[src/rtl/spim_pkg.sv]
package spim_pkg;
  localparam int STAT_W       = 8;
  localparam int ST_RX_FULL   = 3;
  localparam int ST_TX_EMPTY  = 4;
  localparam int ST_DONE      = 5;
  localparam int ST_OVERRUN   = 6;

  typedef enum logic {ORDER_MSB = 1'b0, ORDER_LSB = 1'b1} order_e;
endpackage

[src/rtl/spim_edge_gen.sv]
module spim_edge_gen #(
  parameter  int HALF_EDGES = 16,
  localparam int CNT_W      = $clog2(HALF_EDGES)
) (
  input  logic clk,
  input  logic rst_n,
  input  logic en,
  input  logic start,
  output logic busy,
  output logic phase,
  output logic lead_ev,
  output logic trail_ev,
  output logic first_half,
  output logic last_ev
);
  logic             busy_q, busy_d;
  logic             div_q, div_d;
  logic             ph_q, ph_d;
  logic [CNT_W-1:0] hc_q, hc_d;
  logic             tick;

  assign tick       = en & busy_q & div_q;
  assign lead_ev    = tick & ~hc_q[0];
  assign trail_ev   = tick & hc_q[0];
  assign first_half = (hc_q == '0);
  assign last_ev    = trail_ev & (hc_q == CNT_W'(HALF_EDGES - 1));
  assign busy       = busy_q;
  assign phase      = ph_q;

  always_comb begin
    busy_d = busy_q;
    div_d  = div_q;
    ph_d   = ph_q;
    hc_d   = hc_q;
    if (!en) begin
      busy_d = 1'b0;
      div_d  = 1'b0;
      ph_d   = 1'b0;
      hc_d   = '0;
    end else if (start) begin
      busy_d = 1'b1;
      div_d  = 1'b0;
      ph_d   = 1'b0;
      hc_d   = '0;
    end else if (busy_q) begin
      div_d = ~div_q;
      if (div_q) begin
        ph_d = ~ph_q;
        hc_d = hc_q + 1'b1;
        if (hc_q == CNT_W'(HALF_EDGES - 1)) busy_d = 1'b0;
      end
    end
  end

  always_ff @(posedge clk or negedge rst_n) begin
    if (!rst_n) begin
      busy_q <= 1'b0;
      div_q  <= 1'b0;
      ph_q   <= 1'b0;
      hc_q   <= '0;
    end else begin
      busy_q <= busy_d;
      div_q  <= div_d;
      ph_q   <= ph_d;
      hc_q   <= hc_d;
    end
  end

  AST_HALF_PERIOD_TWO: assert property (@(posedge clk) disable iff (!rst_n)
    (en && $past(en) && ph_q != $past(ph_q)) |=> (ph_q == $past(ph_q)) || !en);

  AST_PHASE_PARKED: assert property (@(posedge clk) disable iff (!rst_n)
    !busy_q |-> !ph_q);
endmodule

[src/rtl/spim_shift_core.sv]
module spim_shift_core #(
  parameter int DATA_W = 8
) (
  input  logic              clk,
  input  logic              rst_n,
  input  logic              load,
  input  logic [DATA_W-1:0] load_data,
  input  logic              lsb_first,
  input  logic              late,
  input  logic              busy,
  input  logic              lead_ev,
  input  logic              trail_ev,
  input  logic              first_half,
  input  logic              miso,
  output logic              mosi,
  output logic [DATA_W-1:0] rx_next
);
  logic [DATA_W-1:0] tx_sh_q, tx_sh_d;
  logic [DATA_W-1:0] rx_sh_q;
  logic              shift_ev, samp_ev, out_bit;

  assign shift_ev = late ? (lead_ev & ~first_half) : trail_ev;
  assign samp_ev  = late ? trail_ev : lead_ev;
  assign out_bit  = lsb_first ? tx_sh_q[0] : tx_sh_q[DATA_W-1];
  assign mosi     = busy & out_bit;

  always_comb begin
    tx_sh_d = tx_sh_q;
    if (load) begin
      tx_sh_d = load_data;
    end else if (shift_ev) begin
      tx_sh_d = lsb_first ? {1'b0, tx_sh_q[DATA_W-1:1]} : {tx_sh_q[DATA_W-2:0], 1'b0};
    end
  end

  always_comb begin
    rx_next = rx_sh_q;
    if (samp_ev) begin
      rx_next = lsb_first ? {miso, rx_sh_q[DATA_W-1:1]} : {rx_sh_q[DATA_W-2:0], miso};
    end
  end

  always_ff @(posedge clk or negedge rst_n) begin
    if (!rst_n) begin
      tx_sh_q <= '0;
      rx_sh_q <= '0;
    end else begin
      tx_sh_q <= tx_sh_d;
      if (samp_ev) rx_sh_q <= rx_next;
    end
  end

  AST_NO_SAMPLE_IDLE: assert property (@(posedge clk) disable iff (!rst_n)
    !busy |-> !(lead_ev || trail_ev));
endmodule

[src/rtl/spim_buf_ctl.sv]
module spim_buf_ctl
  import spim_pkg::*;
#(
  parameter int DATA_W = 8
) (
  input  logic              clk,
  input  logic              rst_n,
  input  logic              en,
  input  logic              irq_on_done,
  input  logic              ss_ctl,
  input  logic              tx_wr,
  input  logic [DATA_W-1:0] tx_data,
  input  logic              rx_rd,
  input  logic              stat_rd,
  input  logic              busy,
  input  logic              last_ev,
  input  logic [DATA_W-1:0] rx_next,
  output logic              start,
  output logic [DATA_W-1:0] tx_hold,
  output logic [DATA_W-1:0] rx_data,
  output logic [STAT_W-1:0] status,
  output logic              irq,
  output logic              ss_n
);
  logic              tx_full_q, tx_full_d;
  logic [DATA_W-1:0] tx_buf_q, tx_buf_d;
  logic              rx_full_q, rx_full_d;
  logic [DATA_W-1:0] rx_buf_q, rx_buf_d;
  logic              done_q, done_d;
  logic              ovr_q, ovr_d;
  logic              ss_q;
  logic              wr_ok;

  assign start = en & tx_full_q & (~busy | last_ev);
  assign wr_ok = tx_wr & ~tx_full_q;

  always_comb begin
    tx_full_d = tx_full_q;
    tx_buf_d  = tx_buf_q;
    if (start) tx_full_d = 1'b0;
    if (wr_ok) begin
      tx_full_d = 1'b1;
      tx_buf_d  = tx_data;
    end
  end

  always_comb begin
    rx_full_d = rx_full_q;
    rx_buf_d  = rx_buf_q;
    done_d    = done_q;
    ovr_d     = ovr_q;
    if (rx_rd)   rx_full_d = 1'b0;
    if (stat_rd) begin
      done_d = 1'b0;
      ovr_d  = 1'b0;
    end
    if (last_ev) begin
      rx_buf_d  = rx_next;
      rx_full_d = 1'b1;
      done_d    = 1'b1;
      if (rx_full_q && !rx_rd) ovr_d = 1'b1;
    end
  end

  always_ff @(posedge clk or negedge rst_n) begin
    if (!rst_n) begin
      tx_full_q <= 1'b0;
      tx_buf_q  <= '0;
      rx_full_q <= 1'b0;
      rx_buf_q  <= '0;
      done_q    <= 1'b0;
      ovr_q     <= 1'b0;
      ss_q      <= 1'b1;
    end else begin
      tx_full_q <= tx_full_d;
      if (wr_ok)   tx_buf_q <= tx_buf_d;
      rx_full_q <= rx_full_d;
      if (last_ev) rx_buf_q <= rx_buf_d;
      done_q    <= done_d;
      ovr_q     <= ovr_d;
      ss_q      <= ~ss_ctl;
    end
  end

  always_comb begin
    status              = '0;
    status[ST_RX_FULL]  = rx_full_q;
    status[ST_TX_EMPTY] = ~tx_full_q;
    status[ST_DONE]     = done_q;
    status[ST_OVERRUN]  = ovr_q;
  end

  assign tx_hold = tx_buf_q;
  assign rx_data = rx_buf_q;
  assign irq     = en & (irq_on_done ? done_q : ~tx_full_q);
  assign ss_n    = ss_q;

  AST_START_FREES_TX: assert property (@(posedge clk) disable iff (!rst_n)
    start |=> !tx_full_q);

  AST_TX_HOLD: assert property (@(posedge clk) disable iff (!rst_n)
    (tx_wr && tx_full_q) |=> $stable(tx_buf_q));

  AST_RX_FULL_AFTER_BYTE: assert property (@(posedge clk) disable iff (!rst_n)
    last_ev |=> rx_full_q && done_q);

  AST_OVR_NEEDS_FULL: assert property (@(posedge clk) disable iff (!rst_n)
    $rose(ovr_q) |-> $past(rx_full_q));
endmodule

[src/rtl/spim_shifter_top.sv]
module spim_shifter_top
  import spim_pkg::*;
#(
  parameter  int DATA_W     = 8,
  localparam int HALF_EDGES = 2 * DATA_W
) (
  input  logic              clk,
  input  logic              rst_n,
  input  logic              cfg_en,
  input  logic              cfg_cpol,
  input  logic              cfg_late,
  input  logic              cfg_lsb,
  input  logic              cfg_irq_done,
  input  logic              ss_ctl,
  input  logic              tx_wr,
  input  logic [DATA_W-1:0] tx_data,
  input  logic              rx_rd,
  input  logic              stat_rd,
  input  logic              miso,
  output logic              sclk,
  output logic              mosi,
  output logic              ss_n,
  output logic              irq,
  output logic [STAT_W-1:0] status,
  output logic [DATA_W-1:0] rx_data
);
  logic              busy, phase, lead_ev, trail_ev, first_half, last_ev, start;
  logic [DATA_W-1:0] tx_hold, rx_next;

  spim_edge_gen #(.HALF_EDGES(HALF_EDGES)) u_edge (
    .clk(clk), .rst_n(rst_n), .en(cfg_en), .start(start),
    .busy(busy), .phase(phase), .lead_ev(lead_ev), .trail_ev(trail_ev),
    .first_half(first_half), .last_ev(last_ev)
  );

  spim_shift_core #(.DATA_W(DATA_W)) u_shift (
    .clk(clk), .rst_n(rst_n), .load(start), .load_data(tx_hold),
    .lsb_first(cfg_lsb), .late(cfg_late), .busy(busy),
    .lead_ev(lead_ev), .trail_ev(trail_ev), .first_half(first_half),
    .miso(miso), .mosi(mosi), .rx_next(rx_next)
  );

  spim_buf_ctl #(.DATA_W(DATA_W)) u_buf (
    .clk(clk), .rst_n(rst_n), .en(cfg_en), .irq_on_done(cfg_irq_done),
    .ss_ctl(ss_ctl), .tx_wr(tx_wr), .tx_data(tx_data), .rx_rd(rx_rd),
    .stat_rd(stat_rd), .busy(busy), .last_ev(last_ev), .rx_next(rx_next),
    .start(start), .tx_hold(tx_hold), .rx_data(rx_data), .status(status),
    .irq(irq), .ss_n(ss_n)
  );

  assign sclk = cfg_cpol ^ (cfg_en & phase);

  AST_CHAIN_NO_GAP: assert property (@(posedge clk) disable iff (!rst_n)
    (last_ev && start) |=> busy);
endmodule

[config.mk]
export PLATFORM = sky130hd
export DESIGN_NAME = spim_shifter_top
export DESIGN_NICKNAME = d
export VERILOG_FILES = /design/src/rtl/spim_pkg.sv /design/src/rtl/spim_edge_gen.sv /design/src/rtl/spim_shift_core.sv /design/src/rtl/spim_buf_ctl.sv /design/src/rtl/spim_shifter_top.sv
export SDC_FILE = /design/constraint.sdc
export NUM_CORES = 1
export LEC_CHECK = 0
export BUFFER_PORTS_ARGS = -buffer_cell sky130_fd_sc_hd__buf_2
export CAP_MARGIN = 25
export CELL_PAD_IN_SITES_DETAIL_PLACEMENT = 1
export CELL_PAD_IN_SITES_GLOBAL_PLACEMENT = 2
export CORE_UTILIZATION = 36
export DETAILED_ROUTE_END_ITERATION = 16
export GPL_TIMING_DRIVEN = 0
export PLACE_DENSITY_LB_ADDON = 0.2
export REMOVE_ABC_BUFFERS = 1
export SYNTH_ARGS = -nofsm -noshare
export SYNTH_HDL_FRONTEND = slang
export SYNTH_HIERARCHICAL = 1
export SYNTH_SLANG_ARGS = --single-unit
[constraint.sdc]
create_clock -name clk -period 3.4 [get_ports clk]
set_clock_uncertainty 0.15 [all_clocks]
set_input_delay 0.17 -clock clk [delete_from_list [all_inputs] [get_ports clk]]
set_output_delay 0.17 -clock clk [all_outputs]
set_load 0.005 [all_outputs]
# ---- Word-level counts from Yosys, hierarchy flattened
# Cells that the tools add are included.
dict set report totals {
  wordCells 80
  out_inout_bits 20
  regBits 44
  inputBits 20
}
dict set report op_classes {
  reduce_logical 8
  eq_ne 3
  n_bitwise 21
  n_addsub 1
  mux 34
}
# op count
set op_table {}
lappend op_table {{2-to-1 mux 8 bit} 5}
lappend op_table {{2-to-1 mux 1 bit} 25}
lappend op_table {{2-to-1 mux 4 bit} 4}
lappend op_table {{bitwise AND 1 bit} 12}
lappend op_table {{nonzero test 2 bit} 4}
lappend op_table {{inverter 1 bit} 7}
lappend op_table {{inequality test 3 x 1 -> 1 bit, second input constant} 2}
lappend op_table {{adder 4 x 1 -> 4 bit, second input constant} 1}
lappend op_table {{== test 4 bit, second input constant} 1}
lappend op_table {{logical NOT 4 bit} 1}
lappend op_table {{AND reduction 2 bit} 1}
lappend op_table {{logical AND 1 bit} 1}
lappend op_table {{logical NOT 1 bit} 1}
lappend op_table {{OR 1 bit} 1}
lappend op_table {{XOR 1 bit} 1}

# ---- Depth between registers and ports, before layout
# Gate-level depths: netlist of run 1.
dict set report logic_depth {
  ltp_word 8
  mapped_depth 9
  ltp_nobuf 8
}

# ---- By module
# The synthesis of run 1 kept the hierarchy.
# module area_per_inst_um2 cells_each seq_area_each_um2 instances
set by_module_without_submodules {}
lappend by_module_without_submodules {spim_shift_core 923.4 86 400.4 1}
lappend by_module_without_submodules {spim_buf_ctl 894.6 61 526.8 1}
lappend by_module_without_submodules {spim_edge_gen 356.6 37 175.2 1}
lappend by_module_without_submodules {spim_shifter_top 12.5 2 0.0 1}

# ---- Worst setup path after synthesis of run 1
# No wires, ideal clock.
dict set report synth_path {
  kind {reg-to-reg}
  from {register u_edge.busy_q, in the netlist u_edge/busy}
  to {register u_shift.tx_sh_q[1]}
  setup_time_ns 0.127
  t_arrival_ns 2.177
  period_less_slack_ns 2.453
  slack_ns 0.947
  required_ns 3.123
  n_path_buf 2
  path_stages_with_launch 10
  path_cell_list {dfrtp_1 > nand3_1 > nor2_1 > and4_1 > nand2b_1 > and3_1 > buf_1 > and3b_1 > buf_6 > a221o_2}
}
dict set report synth_between {
  elab_chain_len 7
  elab_cells_between_ends 12
  classes_between {mux (2); bitwise (9); reduce/logical (1)}
}
# element line_no
set synth_rtl {}
lappend synth_rtl {{start: declaration} spim_edge_gen.sv:16} ;# logic busy_q, busy_d;
lappend synth_rtl {{start signal: assignment} spim_edge_gen.sv:62} ;# busy_q <= busy_d;
lappend synth_rtl {{bitwise AND 1 bit (*) (2 in series)} spim_edge_gen.sv:22} ;# assign tick = en & busy_q & div_q;
lappend synth_rtl {{bitwise AND 1 bit (*)} spim_edge_gen.sv:24} ;# assign trail_ev = tick & hc_q[0];
lappend synth_rtl {{via trail_ev} spim_shifter_top.sv:27} ;# logic busy, phase, lead_ev, trail_ev, first_half, last_ev, start;
lappend synth_rtl {{bitwise AND 1 bit (*)} spim_edge_gen.sv:26} ;# assign last_ev = trail_ev & (hc_q == CNT_W'(HALF_EDGES - 1));
lappend synth_rtl {{via last_ev} spim_shifter_top.sv:27}
lappend synth_rtl {{OR 1 bit (*)} spim_buf_ctl.sv:34} ;# assign start = en & tx_full_q & (~busy | last_ev);
lappend synth_rtl {{bitwise AND 1 bit (*)} spim_buf_ctl.sv:34}
lappend synth_rtl {{via start} spim_shifter_top.sv:27}
lappend synth_rtl {{2-to-1 mux 8 bit / nonzero test 2 bit (equally long branches)} --}
lappend synth_rtl {{end signal: assignment} spim_shift_core.sv:48} ;# tx_sh_q <= tx_sh_d;
lappend synth_rtl {{end: declaration} spim_shift_core.sv:18} ;# logic [DATA_W-1:0] tx_sh_q, tx_sh_d;
# The timed path passes the listed nets; every way through them passes the cells marked *.
# A chain may end at the register's enable or synchronous reset.

# ---- Final worst setup path of run 1
dict set report layout_path {
  from {register u_edge.busy_q, in the netlist u_edge/busy}
  to {register u_shift.tx_sh_q[6]}
}
# The elaborated chain is that of the path after synthesis.

==> parameters.txt, run 1 <==
Parameter                              Value

Power and ir drop
  Cell Int Power    about 1.0 mW
  Power density normalized to cell area    around 520 nW/um^2
  Final Power    between 1 and 1.5 mW
  Leakage Power    1.31 nW
  Switching share of power    26.5%
  Portion of total power attributed to the clock network    31.0%
  Maximum VDD drop    0.168 mV
  Sequential fraction of design power    roughly half
  Share of power burned in combinational logic    19.1%
  Switching Power    approximately 0.36 mW

Die
  Number of placement rows    28
  Total die area    6390 um^2
  Effective utilization at floorplan    37.2%
  Ports placed on the boundary    40
  Area of the placeable core    5890 um^2
  Horiz. Die Dim    around 80 um
  Die boundary height    about 80 um

Timing
  Peak clock frequency supported by timing    about 0.33 GHz
  Number of slew-limit violations in the final report    0
  Unrepaired setup endpoints after global routing    false
  Post-layout min period    between 3 and 4 ns
  Max transition margin    60.9%
  Worst Max-Slew Pin Slew    around 0.57 ns
  Total of endpoints with negative setup slack in the final report    0
  Setup slack of the critical path after layout    around 0.35 ns
  Final cycle utilization of the critical path    between 80% and 90%
  Number of hold violations in the final report    0

Worst setup path
  Required @ worst endpoint    roughly 3.4 ns
  Ordered cell list for the critical path    nand3_1 > nor2_1 > and4_2 > nand2b_1 > and3_2 > and3b_1 > a221o_1
  Largest stage delay on the critical path    approximately 0.54 ns
  Number of cells on the worst reg-to-reg path    7
  Startpoint type of the worst setup path    register
  Arrival time at the worst endpoint    3.08 ns
  CP max FO    19
  Critical-path top delay cell    sky130_fd_sc_hd__dfrtp_1
  Crit end category    register
  Critical path start-end classification    register to register

Placement
  Placement-stage cell area    around 2400 um^2
  # port buffers    35
  Cell total after placement    285
  Post-DP HPWL    3320 um
  Global placer's final weighted congestion    0.807
  Worst Setup Slack post-DPL    -0.0282 ns

GRT
  GR Overflow Total    0
  Pin count of the biggest net entering global routing    45
  Initial antenna violation count    0
  Total Routing Usage GR    between 10% and 20%
  Global-route wire length before repair    7980 um
  Vias in the first global route    1654

Detailed routing
  Iteration-0 DRC Markers    41
  Wirelength per Cell    15.6 um
  Vias per std cell    roughly 5.1
  Post-detailed-route count of antenna-violating nets    0
  Total iterations of the first detailed-routing run    4
  Remaining design rule violation count    0
  Sum of routed wire length over all layers    roughly 4800 um
  Total number of vias    1554

Clocking
  Root buffer cell    sky130_fd_sc_hd__clkbuf_8
  Clock insertion delay at the later pin of the skew report    about 0.29 ns
  Number of clock buffers inserted by TritonCTS    5
  TritonCTS clock tree    done
  Setup fix buffers added after clock tree synthesis    0
  H-tree depth    2
  Clock tree buffer depth    2
  Clock-pin slew reported for the worst setup and hold paths after clock tree synthesis    roughly 0.09 ns
  Clock sinks    44

Synthesis
  Count of different cell masters after synthesis    39
  Asr flop ratio synth    100%
  Syn Inst Count    approximately 190
  Most instantiated library cell after synthesis    sky130_fd_sc_hd__dfrtp_1
  Count of flip-flops with a built-in enable after synthesis    0
  Most frequent cells after synthesis    43 x sky130_fd_sc_hd__dfrtp_1, 18 x sky130_fd_sc_hd__o21ai_0, 16 x sky130_fd_sc_hd__mux2i_1
  Per-instance average area after synthesis    approximately 12 um^2
  Library cell with the largest summed area after synthesis    sky130_fd_sc_hd__dfrtp_1
  Synth area leaders    sky130_fd_sc_hd__dfrtp_1 49%, sky130_fd_sc_hd__mux2i_1 7.3%, sky130_fd_sc_hd__mux2_4 6.9%, sky130_fd_sc_hd__o21ai_0 4.1%, sky130_fd_sc_hd__mux2_2 4.1%
  Area of the mapped netlist    approximately 2200 um^2
  Prevailing post-synth register cell    sky130_fd_sc_hd__dfrtp_1
  Top cell type's share of synthesized area    between 40% and 50%
  Sequential cell area fraction in the yosys report    50.4%
  Register bit total from synthesis    44
  Yosys synthesis warning count    6

Layout
  Flip-flop and latch area    around 1100 um^2
  Finished Layout Cells    306
  Area of the multi-input gates    966 um^2
  Fill cells    669
  Post-route cell area    2640 um^2
  Antenna diode instance count    0
  Area overhead of the layout relative to synthesis    20.7%
  Post-layout net count    252
  Fraction of final layout cells with drive strength greater than 1    31.2%
  Final standard cell utilization of the core    44.9%

Run
  Total of max-cap violations    0

Outcome
  Result of the run    finished, final reports clean

Min path
  Cell depth of the worst hold path    3
  Type of the worst min-delay path    input pin to register
-- power groups by stage --
stage | Combinational [mW] | Sequential [mW] | Clock [mW]
after floorplan | 0.181 | 0.668 | 0
after global placement | 0.233 | 0.691 | 0
after detailed placement | 0.248 | 0.695 | 0
after CTS | 0.263 | 0.686 | 0.441
after global routing | 0.287 | 0.697 | 0.464
final | 0.262 | 0.686 | 0.426
-- placed cells by master, fill, tap and decap left out, types with 8 or more instances in the layout --
cell type / count
sky130_fd_sc_hd__dfrtp_1: 43
sky130_fd_sc_hd__mux2_4: 10
sky130_fd_sc_hd__buf_2: 35
sky130_fd_sc_hd__nand2_1: 12
sky130_fd_sc_hd__mux2_2: 8
sky130_fd_sc_hd__mux2i_1: 16
sky130_fd_sc_hd__nor2_1: 8
sky130_fd_sc_hd__dlygate4sd3_1: 12
sky130_fd_sc_hd__o21ai_0: 18
-- logic make-up (layout without fill, tap and decap cells) --
group,after synthesis,count (layout),synth area share (%)
xor+xnor,5,5,2.00
compound gates,39,39,12.0
fa+ha+maj,2,2,1.14
buf+inv,22,64,6.06
simple gates,39,39,9.90
flops,44,44,50.4
mux,34,34,18.3
other cells,1,4,0.171
-- routing by layer --
| layer | GRT usage (%) | vias up | share of wire (%) |
|---|---|---|---|
| met2 | 28.0 | 25 | 50 |
| met3 | 3.77 | 4 | 2.8 |
| met4 | 5.89 | 0 | 1.1 |
| li1 | - | 736 | - |
| met5 | 0 | - | 0 |
| met1 | 20.5 | 789 | 46 |
-- registers in the layout (all words and copies together) (netlist names) --
register and cells:
u_buf/ovr_q 1, u_shift/tx_sh_q 8, u_shift/rx_sh_q 8, u_buf/tx_full_q 1
u_buf/done_q 1, u_edge/div_q 1, u_buf/rx_data 8, u_buf/rx_full_q 1
u_edge/phase 1, u_edge/hc_q 4, u_edge/busy 1, u_buf/ss_n 1
u_buf/tx_hold 8
-- what timing repair did --
action,4_1_cts,5_1_grt
resized for setup,1,1
endpoints found under the setup margin,8,8
endpoints found under the hold margin,53,0
hold buffers,12,0
-- worst max-delay path: cells and delay by family, from the launching register on --
kind / cells / cell delay, ns
simple gates: 6 / 1.87
flops: 1 / 0.54
compound gates: 1 / 0.37
-- path summary, 6_finish.rpt --
kind | endpoint | start | slack (ns)
min reg2reg | u_shift/rx_sh_q[7]$_DFFE_PN0P_ | u_shift/rx_sh_q[7]$_DFFE_PN0P_ | 0.35
max | u_shift/tx_sh_q[6]$_DFFE_PN0P_ | u_edge/busy$_DFF_PN0_ | 0.35
max in group asynchronous | u_buf/ss_n$_DFF_PN1_ | rst_n | 2.43
min in group asynchronous | u_buf/tx_hold[3]$_DFFE_PN0P_ | rst_n | 0.14
max reg2reg | u_shift/tx_sh_q[6]$_DFFE_PN0P_ | u_edge/busy$_DFF_PN0_ | 0.35
min | u_buf/rx_full_q$_DFFE_PN0P_ | rx_rd | 0.02
-- stage by stage --
step | hold WS, ns | setup TNS (ns)
6_report | 0.0225 | 0
5_1_grt | 0.00995 | 0
4_1_cts | 0.0134 | 0
3_5_place_dp | 0.140 | -0.0687
3_3_place_gp | 0.132 | 0
2_1_floorplan | -0.276 | 0
-- cell type report --
cell class,count,area share (%)
flip-flops and latches,44,41.8
multi-input cells,123,36.6
repair buffers,50,12.7
well taps,75,3.55
clock buffers,6,3.13
clock inverters,2,1.47
inverters,6,0.853
Power figures use the tool's default switching activity.
==> run 2, diff against run 1 <==
Settings changed: PLACE_DENSITY_LB_ADDON 0.2 to 0.1.
==> run 2 against run 1 <==
  * Wire length is 6.5% lower
  * Final area down 0.81%
  * Sequential cell count unchanged
  * Largest power group unchanged
==> parameters.txt, run 2 (synthesis gave the netlist of run 1 again) <==
Parameter                              Value

GRT
  Initial antenna violation count    0
  GR Overflow Total    0
  Global-route wire length before repair    between 7000 and 8000 um
  Total Routing Usage GR    15.3%
  Pin count of the biggest net entering global routing    45
  Vias in the first global route    1584

Power and ir drop
  Cell Int Power    between 0.9 and 1 mW
  Switching Power    0.345 mW
  Maximum VDD drop    between 0.15 and 0.2 mV
  Power density normalized to cell area    507 nW/um^2
  Switching share of power    26.0%
  Leakage Power    between 1 and 1.5 nW
  Share of power burned in combinational logic    19.1%
  Sequential fraction of design power    around half
  Portion of total power attributed to the clock network    29.5%

Die
  Die boundary height    79.9 um
  Total die area    6390 um^2
  Area of the placeable core    5890 um^2
  Effective utilization at floorplan    between 30% and 40%
  Number of placement rows    28
  Horiz. Die Dim    79.9 um
  Ports placed on the boundary    40

Detailed routing
  Remaining design rule violation count    0
  Sum of routed wire length over all layers    4470 um
  Total number of vias    1516
  Wirelength per Cell    14.7 um
  Vias per std cell    4.97
  Total iterations of the first detailed-routing run    4
  Post-detailed-route count of antenna-violating nets    0
  Iteration-0 DRC Markers    69

Worst setup path
  Arrival time at the worst endpoint    3.25 ns
  Launching instance or port of the critical path    u_edge/busy$_DFF_PN0_
  Required @ worst endpoint    between 3 and 4 ns
  Critical path start-end classification    register to register
  Crit end category    register
  Startpoint type of the worst setup path    register
  CP max FO    19
  Critical R2R Launch    u_edge/busy$_DFF_PN0_

Layout
  Post-route cell area    2620 um^2
  Post-layout net count    roughly 250
  Fill cells    ~650
  Antenna diode instance count    0
  Fraction of final layout cells with drive strength greater than 1    30.4%
  Area of the multi-input gates    965 um^2
  Most common cell after layout, fill and taps aside    sky130_fd_sc_hd__dfrtp_1
  Flip-flop and latch area    about 1100 um^2
  Area overhead of the layout relative to synthesis    19.7%
  Most frequent cells in the layout    43 x sky130_fd_sc_hd__dfrtp_1, 35 x sky130_fd_sc_hd__buf_2, 18 x sky130_fd_sc_hd__o21ai_0, 16 x sky130_fd_sc_hd__mux2i_1, 12 x sky130_fd_sc_hd__nand2_1

Timing
  Final cycle utilization of the critical path    about 95%
  Peak clock frequency supported by timing    between 0.3 and 0.4 GHz
  Number of slew-limit violations in the final report    0
  Tightest hold margin    approximately 0.016 ns
  Worst Max-Slew Pin Slew    approximately 0.66 ns
  Max transition margin    56.0%
  Final-layout setup total negative slack    0 ns
  Total of endpoints with negative setup slack in the final report    0
  Number of hold violations in the final report    0
  Post-layout min period    between 3 and 4 ns
  Unrepaired setup endpoints after global routing    false

Placement
  # port buffers    35
  Placement-stage cell area    2360 um^2
  Post-DP HPWL    3140 um
  Global placer's final weighted congestion    0.792

Clocking
  Clock-pin slew reported for the worst setup and hold paths after clock tree synthesis    around 0.080 ns
  Clock insertion delay at the later pin of the skew report    0.29 ns
  H-tree depth    2
  Clock tree buffer depth    2
  Root buffer cell    sky130_fd_sc_hd__clkbuf_8
  Number of clock buffers inserted by TritonCTS    5
  Clock sinks    44
  TritonCTS clock tree    done

Run
  Total of max-cap violations    0

Min path
  Worst Hold Launch    cfg_en
  Type of the worst min-delay path    input pin to register

Outcome
  Result of the run    finished, final reports clean
==> run 2: cell count changes in the layout (fill, tap and decap cells not counted), sizes merged <==
cell and change:
dlygate4sd3 -1
==> run 2: final timing paths <==
check	slack [ns]	end	depth (start not counted)
max reg2reg	0.18	u_shift/tx_sh_q[2]$_DFFE_PN0P_	7
min reg2reg	0.35	u_buf/ovr_q$_DFF_PN0_	1
min	0.02	u_buf/tx_full_q$_DFFE_PN0P_	2
max in group asynchronous	2.35	u_edge/hc_q[2]$_DFFE_PN0P_	3
min in group asynchronous	0.25	u_buf/rx_data[4]$_DFFE_PN0P_	2
max	0.18	u_shift/tx_sh_q[2]$_DFFE_PN0P_	7
==> run 2: routing by layer <==
metal | track usage, % | vias to the layer above | share of wire [%]
met2 | 26.6 | 23 | 51
met3 | 3.89 | 6 | 3.1
li1 | - | 730 | -
met1 | 18.3 | 757 | 45
met4 | 4.82 | 0 | 1.1
met5 | 0 | - | 0
==> run 2: metrics by stage <==
step	total power, mW	cells	setup slack, ns	util, %
CTS	1.35	303	0.0555	43.9
finish	1.33	305	0.177	44.5
global route	1.41	305	0.0201	44.5
global placement	0.925	283	0.0934	40.1
detailed placement	0.934	284	0.0804	40.2
floorplan	0.849	173	0.653	-
==> run 2: critical path, cell delays in order (launching register included) <==
cell	delay, ns
sky130_fd_sc_hd__dfrtp_1	0.52
sky130_fd_sc_hd__nand3_1	0.15
sky130_fd_sc_hd__nor2_1	0.28
sky130_fd_sc_hd__and4_2	0.49
sky130_fd_sc_hd__nand2b_1	0.18
sky130_fd_sc_hd__and3_1	0.59
sky130_fd_sc_hd__and3b_1	0.37
sky130_fd_sc_hd__a221o_2	0.38
==> run 2: power by group through the flow <==
stage               Combinational (mW)  Sequential [mW]  Clock, mW
detailed placement               0.243            0.692          0
floorplan                        0.181            0.668          0
finish                           0.253            0.683      0.392
global placement                 0.233            0.691          0
global route                     0.280            0.695      0.433
CTS                              0.253            0.683      0.412
==> run 2: layout make-up <==
type                            instances  area share (%)
Sequential cell                        44            42.1
Multi-Input combinational cell        123            36.8
Timing Repair Buffer                   49            12.5
Tap cell                               75            3.58
Clock buffer                            6            2.77
Clock inverter                          2            1.34
Inverter                                6           0.860
==> run 2: repair_timing <==
item                                   4_1_cts  5_1_grt
endpoints found under the hold margin       53        0
setup buffers                                0        0
hold buffers                                11        0
setup endpoints to repair                    0        8
gates resized for setup                      0        1
==> run 3, diff against run 2 <==
Settings changed: CORE_UTILIZATION 36 to 32, GPL_TIMING_DRIVEN 0 to unset.
Clock period 3.4 ns to 2.8 ns, I/O delays scaled along.
==> run 3 against run 2 <==
  * Global-route usage decreased by 0.38 points
  * Maximum frequency increased by 35%
  * Sequential power increased by 22%
  * Combinational power increased by 26%
  * Hold slack improved by 0.0053 ns
  * Largest power group unchanged
==> parameters.txt, run 3 (synthesis gave the netlist of run 1 again) <==
Parameter                              Value

Outcome
  Result of the run    finished, final reports clean

Detailed routing
  Detailed-routed wire length on met2    roughly 2300 um
  Remaining design rule violation count    0
  Met1 wire length    2340 um
  Top routing layer in use    met4
  Total number of vias    1530
  Sum of routed wire length over all layers    4850 um
  Post-detailed-route count of antenna-violating nets    0
  Total iterations of the first detailed-routing run    6
  Vias per std cell    between 4 and 5
  Iteration-0 DRC Markers    around 80
  Wirelength per Cell    between 15 and 20 um
  Met3 routed WL    ~160 um

Timing
  Setup slack of the critical path after layout    0.418 ns
  Peak clock frequency supported by timing    0.420 GHz
  Unrepaired setup endpoints after global routing    false
  Number of slew-limit violations in the final report    0
  Worst Max-Slew Pin Slew    roughly 0.53 ns
  Final cycle utilization of the critical path    a little under nine tenths
  Max transition margin    between 60% and 70%
  Final-layout setup total negative slack    0 ns
  Post-layout min period    2.38 ns
  Total of endpoints with negative setup slack in the final report    0
  Tightest hold margin    0.0215 ns
  Number of hold violations in the final report    0

Clocking
  Clock tree buffer depth    2
  Root buffer cell    sky130_fd_sc_hd__clkbuf_8
  Setup fix buffers added after clock tree synthesis    0
  Number of clock buffers inserted by TritonCTS    5
  TritonCTS clock tree    done
  H-tree depth    2
  Clock sinks    44
  Clock-pin slew reported for the worst setup and hold paths after clock tree synthesis    0.08 ns
  Clock insertion delay at the later pin of the skew report    0.30 ns

Layout
  Fill cells    between 700 and 800
  Post-route cell area    2640 um^2
  Post-layout net count    roughly 260
  Area overhead of the layout relative to synthesis    20.5%
  Antenna diode instance count    0
  Most common cell after layout, fill and taps aside    sky130_fd_sc_hd__dfrtp_1
  Fraction of final layout cells with drive strength greater than 1    29.9%
  Most frequent cells in the layout    43 x sky130_fd_sc_hd__dfrtp_1, 35 x sky130_fd_sc_hd__buf_2, 18 x sky130_fd_sc_hd__o21ai_0, 16 x sky130_fd_sc_hd__mux2i_1, 14 x sky130_fd_sc_hd__dlygate4sd3_1

Worst setup path
  Launching instance or port of the critical path    u_edge/busy$_DFF_PN0_
  Worst reg2reg setup slack    0.42 ns
  Critical R2R Launch    u_edge/busy$_DFF_PN0_
  Number of cells on the worst reg-to-reg path    9
  Critical path start-end classification    register to register
  Crit end category    register
  Required @ worst endpoint    2.84 ns
  Startpoint type of the worst setup path    register
  Reg-to-Reg End    u_shift/tx_sh_q[7]$_DFFE_PN0P_
  CP endpoint    u_shift/tx_sh_q[7]$_DFFE_PN0P_
  CP max FO    18
  Arrival time at the worst endpoint    approximately 2.4 ns

Placement
  Worst Setup Slack post-DPL    roughly 0.38 ns
  Post-DP HPWL    3390 um
  Placement-stage cell area    2390 um^2
  Global placer's final weighted congestion    about 0.8
  # port buffers    35

Die
  Horiz. Die Dim    84.7 um
  Die boundary height    84.7 um
  Effective utilization at floorplan    approximately 34%
  Area of the placeable core    ~6500 um^2
  Number of placement rows    29
  Ports placed on the boundary    40
  Total die area    between 7000 and 8000 um^2

Power and ir drop
  Final Power    1.53 mW
  Power density normalized to cell area    582 nW/um^2
  Leakage Power    about 1.3 nW
  Maximum VDD drop    0.275 mV

GRT
  Pin count of the biggest net entering global routing    45
  Vias in the first global route    1651
  Initial antenna violation count    0
  Total Routing Usage GR    about 15%
  GR Overflow Total    0
  Global-route wire length before repair    8330 um

Min path
  Type of the worst min-delay path    input pin to register

Run
  Total of max-cap violations    0
## run 3: cell count changes in the layout (fill, tap and decap cells not counted)
| cell | delta |
|---|---|
| sky130_fd_sc_hd__bufinv_16 | -1 |
| sky130_fd_sc_hd__and4_2 | -1 |
| sky130_fd_sc_hd__dlygate4sd3_1 | +3 |
| sky130_fd_sc_hd__buf_4 | +2 |
| sky130_fd_sc_hd__and4_1 | +1 |
## run 3: cell type report
class / count / area [um^2] / area share, %
Timing Repair Buffer: 54 / 373 / 14.2
Clock inverter: 1 / 5.00 / 0.190
Tap cell: 77 / 96.3 / 3.66
Inverter: 6 / 22.5 / 0.855
Clock buffer: 6 / 72.6 / 2.75
Sequential cell: 44 / 1100 / 41.8
Multi-Input combinational cell: 123 / 963 / 36.6
## run 3: repair_timing
action | in CTS | in global routing
endpoints found under the setup margin | 0 | 0
resized for setup | 0 | 0
hold buffers | 14 | 0
endpoints found under the hold margin | 55 | 0
## run 3: metrics by stage
stage,instances,util (%)
after floorplan,173,-
after global placement,289,37.0
after detailed placement,289,37.0
after CTS,310,40.4
after global routing,311,40.8
final,311,40.8
## run 3: routing by layer
| metal | vias up | track usage (%) |
|---|---|---|
| li1 | 741 | - |
| met1 | 756 | 19.6 |
| met2 | 28 | 24.5 |
| met3 | 5 | 3.54 |
| met4 | 0 | 4.16 |
| met5 | - | 0 |
## run 3: worst min-delay path by stage
stage | from | slack [ns] | cells after the start | endpoint
final | cfg_en | 0.02 | 2 | u_edge/busy$_DFF_PN0_
after global routing | cfg_en | 0.04 | 2 | u_edge/busy$_DFF_PN0_
after floorplan | rst_n | -0.31 | 0 | u_buf/done_q$_DFFE_PN0P_
after detailed placement | ss_ctl | 0.10 | 2 | u_buf/ss_n$_DFF_PN1_
after CTS | cfg_en | 0.02 | 2 | u_edge/busy$_DFF_PN0_
after global placement | ss_ctl | 0.1 | 2 | u_buf/ss_n$_DFF_PN1_
## run 3: critical path, stage by stage, from the launching register on
cell and delay [ns]:
sky130_fd_sc_hd__dfrtp_1 0.49, sky130_fd_sc_hd__nand3_1 0.13, sky130_fd_sc_hd__nor2_1 0.26, sky130_fd_sc_hd__and4_1 0.24
sky130_fd_sc_hd__nand2b_1 0.12, sky130_fd_sc_hd__and3_1 0.17, sky130_fd_sc_hd__buf_4 0.21, sky130_fd_sc_hd__nor2_1 0.06
sky130_fd_sc_hd__a22o_1 0.19, sky130_fd_sc_hd__mux2_4 0.26
## run 3: power by group
part           total [mW]  internal (mW)  leakage (nW)  switching (mW)
logic               0.319          0.196         0.697           0.123
clock network       0.379          0.170        0.0410           0.209
registers           0.835          0.742         0.577          0.0934
total                1.53           1.11          1.31           0.426
